$ cat src/rtl/nibpfx_pkg.sv
package nibpfx_pkg;

    localparam int unsigned NIB_W  = 4;
    localparam int unsigned BYTE_W = 2 * NIB_W;

    // Function code assignment: the two prefix codes and the operate
    // code are decoded by this block; the rest pass through.
    typedef enum logic [NIB_W-1:0] {
        FN_JUMP        = 4'h0,
        FN_LOCAL_PTR   = 4'h1,
        FN_PREFIX      = 4'h2,
        FN_LOAD_IND    = 4'h3,
        FN_LOAD_CONST  = 4'h4,
        FN_IND_PTR     = 4'h5,
        FN_NEG_PREFIX  = 4'h6,
        FN_LOAD_LOCAL  = 4'h7,
        FN_ADD_CONST   = 4'h8,
        FN_CALL        = 4'h9,
        FN_COND_JUMP   = 4'hA,
        FN_ADJ_FRAME   = 4'hB,
        FN_EQ_CONST    = 4'hC,
        FN_STORE_LOCAL = 4'hD,
        FN_STORE_IND   = 4'hE,
        FN_OPERATE     = 4'hF
    } fn_code_e;

    // What an accepted byte does to the accumulator.
    typedef enum logic [1:0] {
        KIND_ISSUE     = 2'd0,
        KIND_SHIFT     = 2'd1,
        KIND_SHIFT_INV = 2'd2
    } byte_kind_e;

    typedef struct packed {
        fn_code_e               fn;
        logic [NIB_W-1:0]       nib;
    } instr_byte_t;

    function automatic byte_kind_e classify(input fn_code_e fn);
        case (fn)
            FN_PREFIX:     return KIND_SHIFT;
            FN_NEG_PREFIX: return KIND_SHIFT_INV;
            default:       return KIND_ISSUE;
        endcase
    endfunction

    function automatic logic is_operate(input fn_code_e fn);
        return fn == FN_OPERATE;
    endfunction

endpackage

$ cat src/rtl/nibpfx_split.sv
module nibpfx_split
    import nibpfx_pkg::*;
(
    input  logic [BYTE_W-1:0] raw,
    output instr_byte_t       fields,
    output byte_kind_e        kind
);
    always_comb begin
        fields = instr_byte_t'(raw);
        kind   = classify(fields.fn);
    end
endmodule

$ cat src/rtl/nibpfx_oreg.sv
module nibpfx_oreg
    import nibpfx_pkg::*;
#(
    parameter int unsigned DATA_W = 32
) (
    input  logic              clk,
    input  logic              rst,
    input  logic              take,
    input  byte_kind_e        kind,
    input  logic [NIB_W-1:0]  nib,
    output logic [DATA_W-1:0] operand
);
    logic [DATA_W-1:0] acc_q;
    logic [DATA_W-1:0] acc_d;

    // Current byte's full operand: accumulated high part plus own fragment.
    assign operand = acc_q | DATA_W'(nib);

    always_comb begin
        acc_d = acc_q;
        if (take) begin
            case (kind)
                KIND_SHIFT:     acc_d = operand << NIB_W;
                KIND_SHIFT_INV: acc_d = (~operand) << NIB_W;
                default:        acc_d = '0;
            endcase
        end
    end

    always_ff @(posedge clk) begin
        if (rst) acc_q <= '0;
        else     acc_q <= acc_d;
    end
endmodule

$ cat src/rtl/nibpfx_issue.sv
module nibpfx_issue
    import nibpfx_pkg::*;
#(
    parameter int unsigned DATA_W = 32,
    parameter int unsigned SEC_W  = 8
) (
    input  logic              clk,
    input  logic              rst,
    input  logic              take,
    input  byte_kind_e        kind,
    input  fn_code_e          fn,
    input  logic [DATA_W-1:0] operand,
    output logic              rec_valid,
    output logic [NIB_W-1:0]  rec_fn,
    output logic              rec_secondary,
    output logic [SEC_W-1:0]  rec_sec_code,
    output logic [DATA_W-1:0] rec_operand
);
    logic issue;
    logic op_sel;

    assign issue  = take && (kind == KIND_ISSUE);
    assign op_sel = is_operate(fn);

    always_ff @(posedge clk) begin
        if (rst) begin
            rec_valid     <= 1'b0;
            rec_fn        <= '0;
            rec_secondary <= 1'b0;
            rec_sec_code  <= '0;
            rec_operand   <= '0;
        end else begin
            rec_valid <= issue;
            if (issue) begin
                rec_fn        <= fn;
                rec_secondary <= op_sel;
                rec_sec_code  <= op_sel ? operand[SEC_W-1:0] : '0;
                rec_operand   <= operand;
            end
        end
    end
endmodule

$ cat src/rtl/nibpfx_decoder.sv
module nibpfx_decoder
    import nibpfx_pkg::*;
#(
    parameter int unsigned DATA_W = 32,
    parameter int unsigned SEC_W  = 8
) (
    input  logic              clk,
    input  logic              rst,
    input  logic [7:0]        in_byte,
    input  logic              in_valid,
    output logic              in_ready,
    output logic              out_valid,
    output logic [3:0]        out_fn,
    output logic              out_secondary,
    output logic [SEC_W-1:0]  out_sec_code,
    output logic [DATA_W-1:0] out_operand
);
    instr_byte_t       fields;
    byte_kind_e        kind;
    logic              take;
    logic [DATA_W-1:0] operand;

    assign in_ready = ~rst;
    assign take     = in_valid && in_ready;

    nibpfx_split u_split (
        .raw    (in_byte),
        .fields (fields),
        .kind   (kind)
    );

    nibpfx_oreg #(.DATA_W(DATA_W)) u_oreg (
        .clk     (clk),
        .rst     (rst),
        .take    (take),
        .kind    (kind),
        .nib     (fields.nib),
        .operand (operand)
    );

    nibpfx_issue #(.DATA_W(DATA_W), .SEC_W(SEC_W)) u_issue (
        .clk           (clk),
        .rst           (rst),
        .take          (take),
        .kind          (kind),
        .fn            (fields.fn),
        .operand       (operand),
        .rec_valid     (out_valid),
        .rec_fn        (out_fn),
        .rec_secondary (out_secondary),
        .rec_sec_code  (out_sec_code),
        .rec_operand   (out_operand)
    );
endmodule

$ cat config.mk
export PLATFORM = sky130hd
export DESIGN_NAME = nibpfx_decoder
export DESIGN_NICKNAME = d
export VERILOG_FILES = /design/src/rtl/nibpfx_pkg.sv /design/src/rtl/nibpfx_split.sv /design/src/rtl/nibpfx_oreg.sv /design/src/rtl/nibpfx_issue.sv /design/src/rtl/nibpfx_decoder.sv
export SDC_FILE = /design/constraint.sdc
export NUM_CORES = 1
export LEC_CHECK = 0
export CAP_MARGIN = 10
export CELL_PAD_IN_SITES_DETAIL_PLACEMENT = 1
export CELL_PAD_IN_SITES_GLOBAL_PLACEMENT = 1
export CORE_ASPECT_RATIO = 0.7
export CORE_MARGIN = 5
export CORE_UTILIZATION = 42
export CTS_BUF_LIST = sky130_fd_sc_hd__clkbuf_8
export DETAILED_ROUTE_END_ITERATION = 8
export PLACE_DENSITY_LB_ADDON = 0.1
export SLEW_MARGIN = 20
export SYNTH_ARGS = -nofsm -noshare
export SYNTH_HDL_FRONTEND = slang
export SYNTH_SLANG_ARGS = --single-unit
$ cat constraint.sdc
create_clock -name clk -period 1.9 [get_ports clk]
set_clock_uncertainty 0.05 [all_clocks]
set_input_delay 0.19 -clock clk [delete_from_list [all_inputs] [get_ports clk]]
set_output_delay 0.19 -clock clk [all_outputs]
set_load 0.02 [all_outputs]
==> Word-level counts from Yosys, hierarchy flattened <==
Cells that the tools add are included.
{ "word_totals": {"register_bits": 78, "inputBits": 11, "latchBits": 0, "romBits": 0, "n_memories": 0, "mem_bits_rw": 0, "elab_cells": 20} }
{ "classes": {"n_bitwise": 3, "n_addsub": 0, "n_shift": 0, "reduce_logical": 3, "n_div": 0, "eq_ne": 5, "magnitude_cmp": 0, "n_mux": 3, "multipliers": 0} }
{ "ops": {"columns": ["cell", "n"], "rows": [
  ["$pmux 32 s2", 1],
  ["$or 32x4->32", 1],
  ["$not 28->28", 1],
  ["$mux 8", 1],
  ["$eq 4x2->1 const B", 1],
  ["$eq 4x3->1 const B", 1],
  ["$eq 4x4->1 const B", 1],
  ["$pmux 2 s2", 1],
  ["$eq 2x1->1 const B", 1],
  ["$eq 2x2->1 const B", 1],
  ["$logic_and 1x1->1", 2],
  ["$logic_not 2->1", 1],
  ["$not 1->1", 1]
]} }

==> Longest topological paths before layout <==
Gate-level depths: netlist of run 1.
{ "logic_depth": {"ltp_word": 4, "depth_mapped": 6, "mapped_depth_nobuf": 3} }

==> Modules after synthesis <==
A second synthesis of run 1 with hierarchy kept.
{ "unflattened": {"hier_cells": 376, "hier_area_um2": 3285.7} }
{ "by_module_without_submodules": {"columns": ["mod", "seq_area_each_um2", "instances", "area_each_um2", "cells_each"], "rows": [
  ["nibpfx_issue", 920.9, 1, 1631.6, 200],
  ["nibpfx_oreg", 560.5, 1, 1556.5, 164],
  ["nibpfx_split", 0.0, 1, 87.6, 10],
  ["nibpfx_decoder", 0.0, 1, 10.0, 2]
]} }

==> Worst setup path before layout of run 1 <==
OpenSTA, ideal clock, no wires.
{ "synth_timing": {"kind": "input -> register", "startpoint": "in rst", "endpoint": "reg u_issue.rec_fn[0]", "setup_time_ps": 121, "path_buffers": 2, "path_slack_ps": 640, "stages": 5, "t_arrival_ps": 1089, "cell_sequence": "buf_2 nand2b_1 nor2_1 buf_2 mux2_2"} }
{ "synth_between": {"elab_chain_len": 3} }
{ "synth_rtl": {"columns": ["element", "line", "source"], "rows": [
  ["start: declaration", "nibpfx_decoder.sv:8", "input logic rst,"],
  ["$not 1->1", "nibpfx_decoder.sv:23", "assign in_ready = ~rst;"],
  ["$logic_and 1x1->1", "nibpfx_decoder.sv:24", "assign take = in_valid && in_ready;"],
  ["$logic_and 1x1->1", "nibpfx_issue.sv:22", "assign issue = take && (kind == KIND_ISSUE);"],
  ["end signal: assignment", "nibpfx_issue.sv:35", "rec_fn <= fn;"],
  ["end: declaration", "nibpfx_issue.sv:14", "output logic [NIB_W-1:0] rec_fn,"]
]} }
Several ways; a longest one is shown, not always the timed one.
A chain may end at the register's enable or synchronous reset.

==> Final worst setup path of run 1 <==
{ "layout_timing": {"startpoint": "in rst", "endpoint": "out in_ready"} }
{ "layout_between": {"elab_chain_len": 1} }
{ "layout_rtl": {"columns": ["element", "line", "source"], "rows": [
  ["$not 1->1", "nibpfx_decoder.sv:23", null],
  ["end: declaration", "nibpfx_decoder.sv:11", "output logic in_ready,"]
]} }
Every way passes these cells.

==> metrics, run 1 <==
status finished clean; worst vdd ir 0.370 mV; Place WS around 0.072 ns; Reg area around 0.0015 mm²; row cnt 25; share of total power in combinational logic under 10%; Post-Synth Adder-Cell Area 0%; commonest non-fill, non-tap cells in the layout dfxtp_1 (74), o21ai_0 (56), clkdlybuf4s50_1 (56); first-pass GRT wire length roughly 13 mm; Max H-tree Level 3; Worst path most repeated cell clkdlybuf4s50_1; Clk Latency, worst-skew pair between 0.3 and 0.4 ns; Final ANT Viol Nets 0; share of layout cells above drive strength 1 10.4%; Die Width 109 µm; fin worst setup slack 0.213 ns; First DRT Iteration DRCs 104; Netlist cell types 26; Lkg Pwr between 0.001 and 0.0015 µW; sw frac 25.8%; Core Box Area 0.00669 mm²; Reg clk slew, reported paths 0.08 ns; synthesized area 0.00287 mm²; number of synthesis warnings 0; internal power 2310 µW; placed wire-length estimate 5.24 mm; Area Growth Syn to Fin 31.4%; Synth Area in Compound Gates 16.9%; Via density 5.14; CTS tree done; CP arrival 1.45 ns; WL/cell 15.9 µm; initial antenna violation count 0; die area about 0.0086 mm²; vias 2,468; n_diodes 0; CTS buffer count 9; Top FF cell, synth dfxtp_1; Synth async-reset ratio 0%; hold_buf cts 0; Clock Sinks 74; DRT Wirelength roughly 7.6 mm; Final period util 88.8%; Yosys top cell by area dfxtp_1; Die H ~79 µm; measured slew at the worst slew-check pin 0.462 ns; Fin Setup TNS 0 ns; Reg2Reg Setup Slack 1.02 ns; Avg Cell Area, Syn between 8 and 9 µm²; worst-path fanout max 6; First-pass DRT Iterations 4; Max Root-Sink Buffers 2; Worst Path Required 1.66 ns; largest cells by area after synthesis dfxtp_1 (52%), o21ai_0 (9.8%), xnor2_1 (8.6%), nand2_1 (7.1%), nand3_1 (6.1%); Seq pwr share around half; synthesized instance count around 330; Startpoint Class primary input; clock power share 39.3%; most common cell after layout, fill and taps aside dfxtp_1; vias in the first global route roughly 2,500; Crit. End Element output pin; placed cell count 464; post-synthesis xor/xnor area fraction under 10%; Yosys reg bits 74; pin count of the biggest net entering global routing 42; Setup CP Type primary input to output pin; Clock Tree Root clkbuf_8; min cycle time layout 1.69 ns; Filler Cell Count 813; final setup fails 0; fin nets 392; fmax approximately 600 MHz; Slew Limit Fails 0; starting density of the core 42.8%; total chip power slightly above 3000 µW; Hold Vio Cnt, Final 0; Cell Count, Final, Fillers Out 480; RSZ-0062 raised after global routing false; mux cell area share after synthesis 0.786%; Post-synth EDFFs 0; post-synth top area share 51.7%; IO Pins 58; Sw Pwr 804 µW; HP Class primary input to flip-flop; max_slew headroom 69.2%; Crit-path slowest cell clkdlybuf4s50_1; setup bufs post-CTS 0; CP max stage delay roughly 0.6 ns; placer congestion estimate 0.834; Seq/Total Area, Yosys 51.7%; main combinational cell family by area after synthesis compound AO/OA/AOI/OAI gates; max cap viols 0; post-CTS sizing 0; worst path cell trace clkdlybuf4s50_1 -> inv_1 -> clkdlybuf4s50_1; # DRC 0; power density over the cells between 800 and 900 mW/mm²; total grt overflow 0; Post-Synth Simple-Gate Area 16.8%; Total GRT Usage 19.4%; IO Port Bufs 57; syn nets roughly 340; area occupied by multi-input gates 0.00124 mm²
power by group through the flow:
stage | logic, µW | registers [µW] | clock network, µW
4_1_cts | 296 | 1600 | 1250
6_report | 291 | 1590 | 1220
3_5_place_dp | 292 | 1630 | 0
5_1_grt | 315 | 1600 | 1320
3_3_place_gp | 287 | 1630 | 0
2_1_floorplan | 150 | 1650 | 0
synthesized netlist by cell type (2+ instances only):
cell	n
buf_2	12
o21ai_1	11
nand3_1	35
nor2_1	2
nor2b_1	4
clkbuf_2	2
mux2_2	2
clkbuf_1	9
o32ai_2	3
nand2_1	54
a21oi_1	17
dfxtp_1	74
nand4_1	3
buf_4	4
xnor2_1	28
o21ai_0	56
area by class of cell:
| cell class | count | share of cell area (%) |
|---|---|---|
| clock buffers | 9 | 3.29 |
| clock inverters | 7 | 1.86 |
| inverters | 1 | 0.0997 |
| multi-input cells | 223 | 33.0 |
| flip-flops and latches | 74 | 39.3 |
| well taps | 94 | 3.12 |
| repair buffers | 72 | 19.3 |
metal layers:
layer	track usage [%]	up-vias	wire [µm]
li1	-	1212	-
met1	26.1	1195	3720
met5	0	-	0
met3	5.04	9	310
met4	6.43	0	106
met2	30.1	52	3500
kinds of logic (layout without fill, tap and decap cells):
kind of cell | after synthesis | after routing
multiplexers | 2 | 2
flip-flops | 74 | 74
AO/OA/AOI/OAI | 89 | 89
XOR/XNOR | 28 | 28
buffers and inverters | 29 | 89
AND/OR/NAND/NOR | 104 | 104
registers in the layout, indices dropped and copies added, names as in the netlist:
signal / cells
u_issue.rec_fn: 4
u_issue.rec_sec_code: 8
u_issue.rec_secondary: 1
u_issue.rec_valid: 1
u_issue.rec_operand: 32
u_oreg.acc_q: 28
final timing paths:
check / startpoint / to / cells after the start
hold / removal: in_byte[6] / u_issue.rec_sec_code[0] / 4
setup / recovery: rst / in_ready / 3
hold reg to reg: u_issue.rec_operand[9] / u_issue.rec_operand[9] / 2
setup reg to reg: u_oreg.acc_q[5] / u_oreg.acc_q[9] / 2
metrics by stage:
stage	cell area, µm²	hold slack (ns)	util, %
CTS	3770	0.316	56.3
global route	3770	0.333	56.3
global placement	3570	0.387	53.4
finish	3770	0.329	56.3
detailed placement	3570	0.394	53.4
floorplan	2870	0.286	-
critical path: cells and delay by family:
| family | cells | cell delay [ns] |
|---|---|---|
| buf+inv | 3 | 1.26 |
Power figures use the tool's default switching activity.
==> run 2: changes to the inputs <==
--- a/config.mk
+++ b/config.mk
@@ -14,6 +14,7 @@
 export CTS_BUF_LIST = sky130_fd_sc_hd__clkbuf_8
 export DETAILED_ROUTE_END_ITERATION = 8
 export PLACE_DENSITY_LB_ADDON = 0.1
+export SKIP_CTS_REPAIR_TIMING = 1
 export SLEW_MARGIN = 20
 export SYNTH_ARGS = -nofsm -noshare
 export SYNTH_HDL_FRONTEND = slang
==> results of run 2 <==
Same layout as run 1: the final DEF is identical, and so are final timing and power.
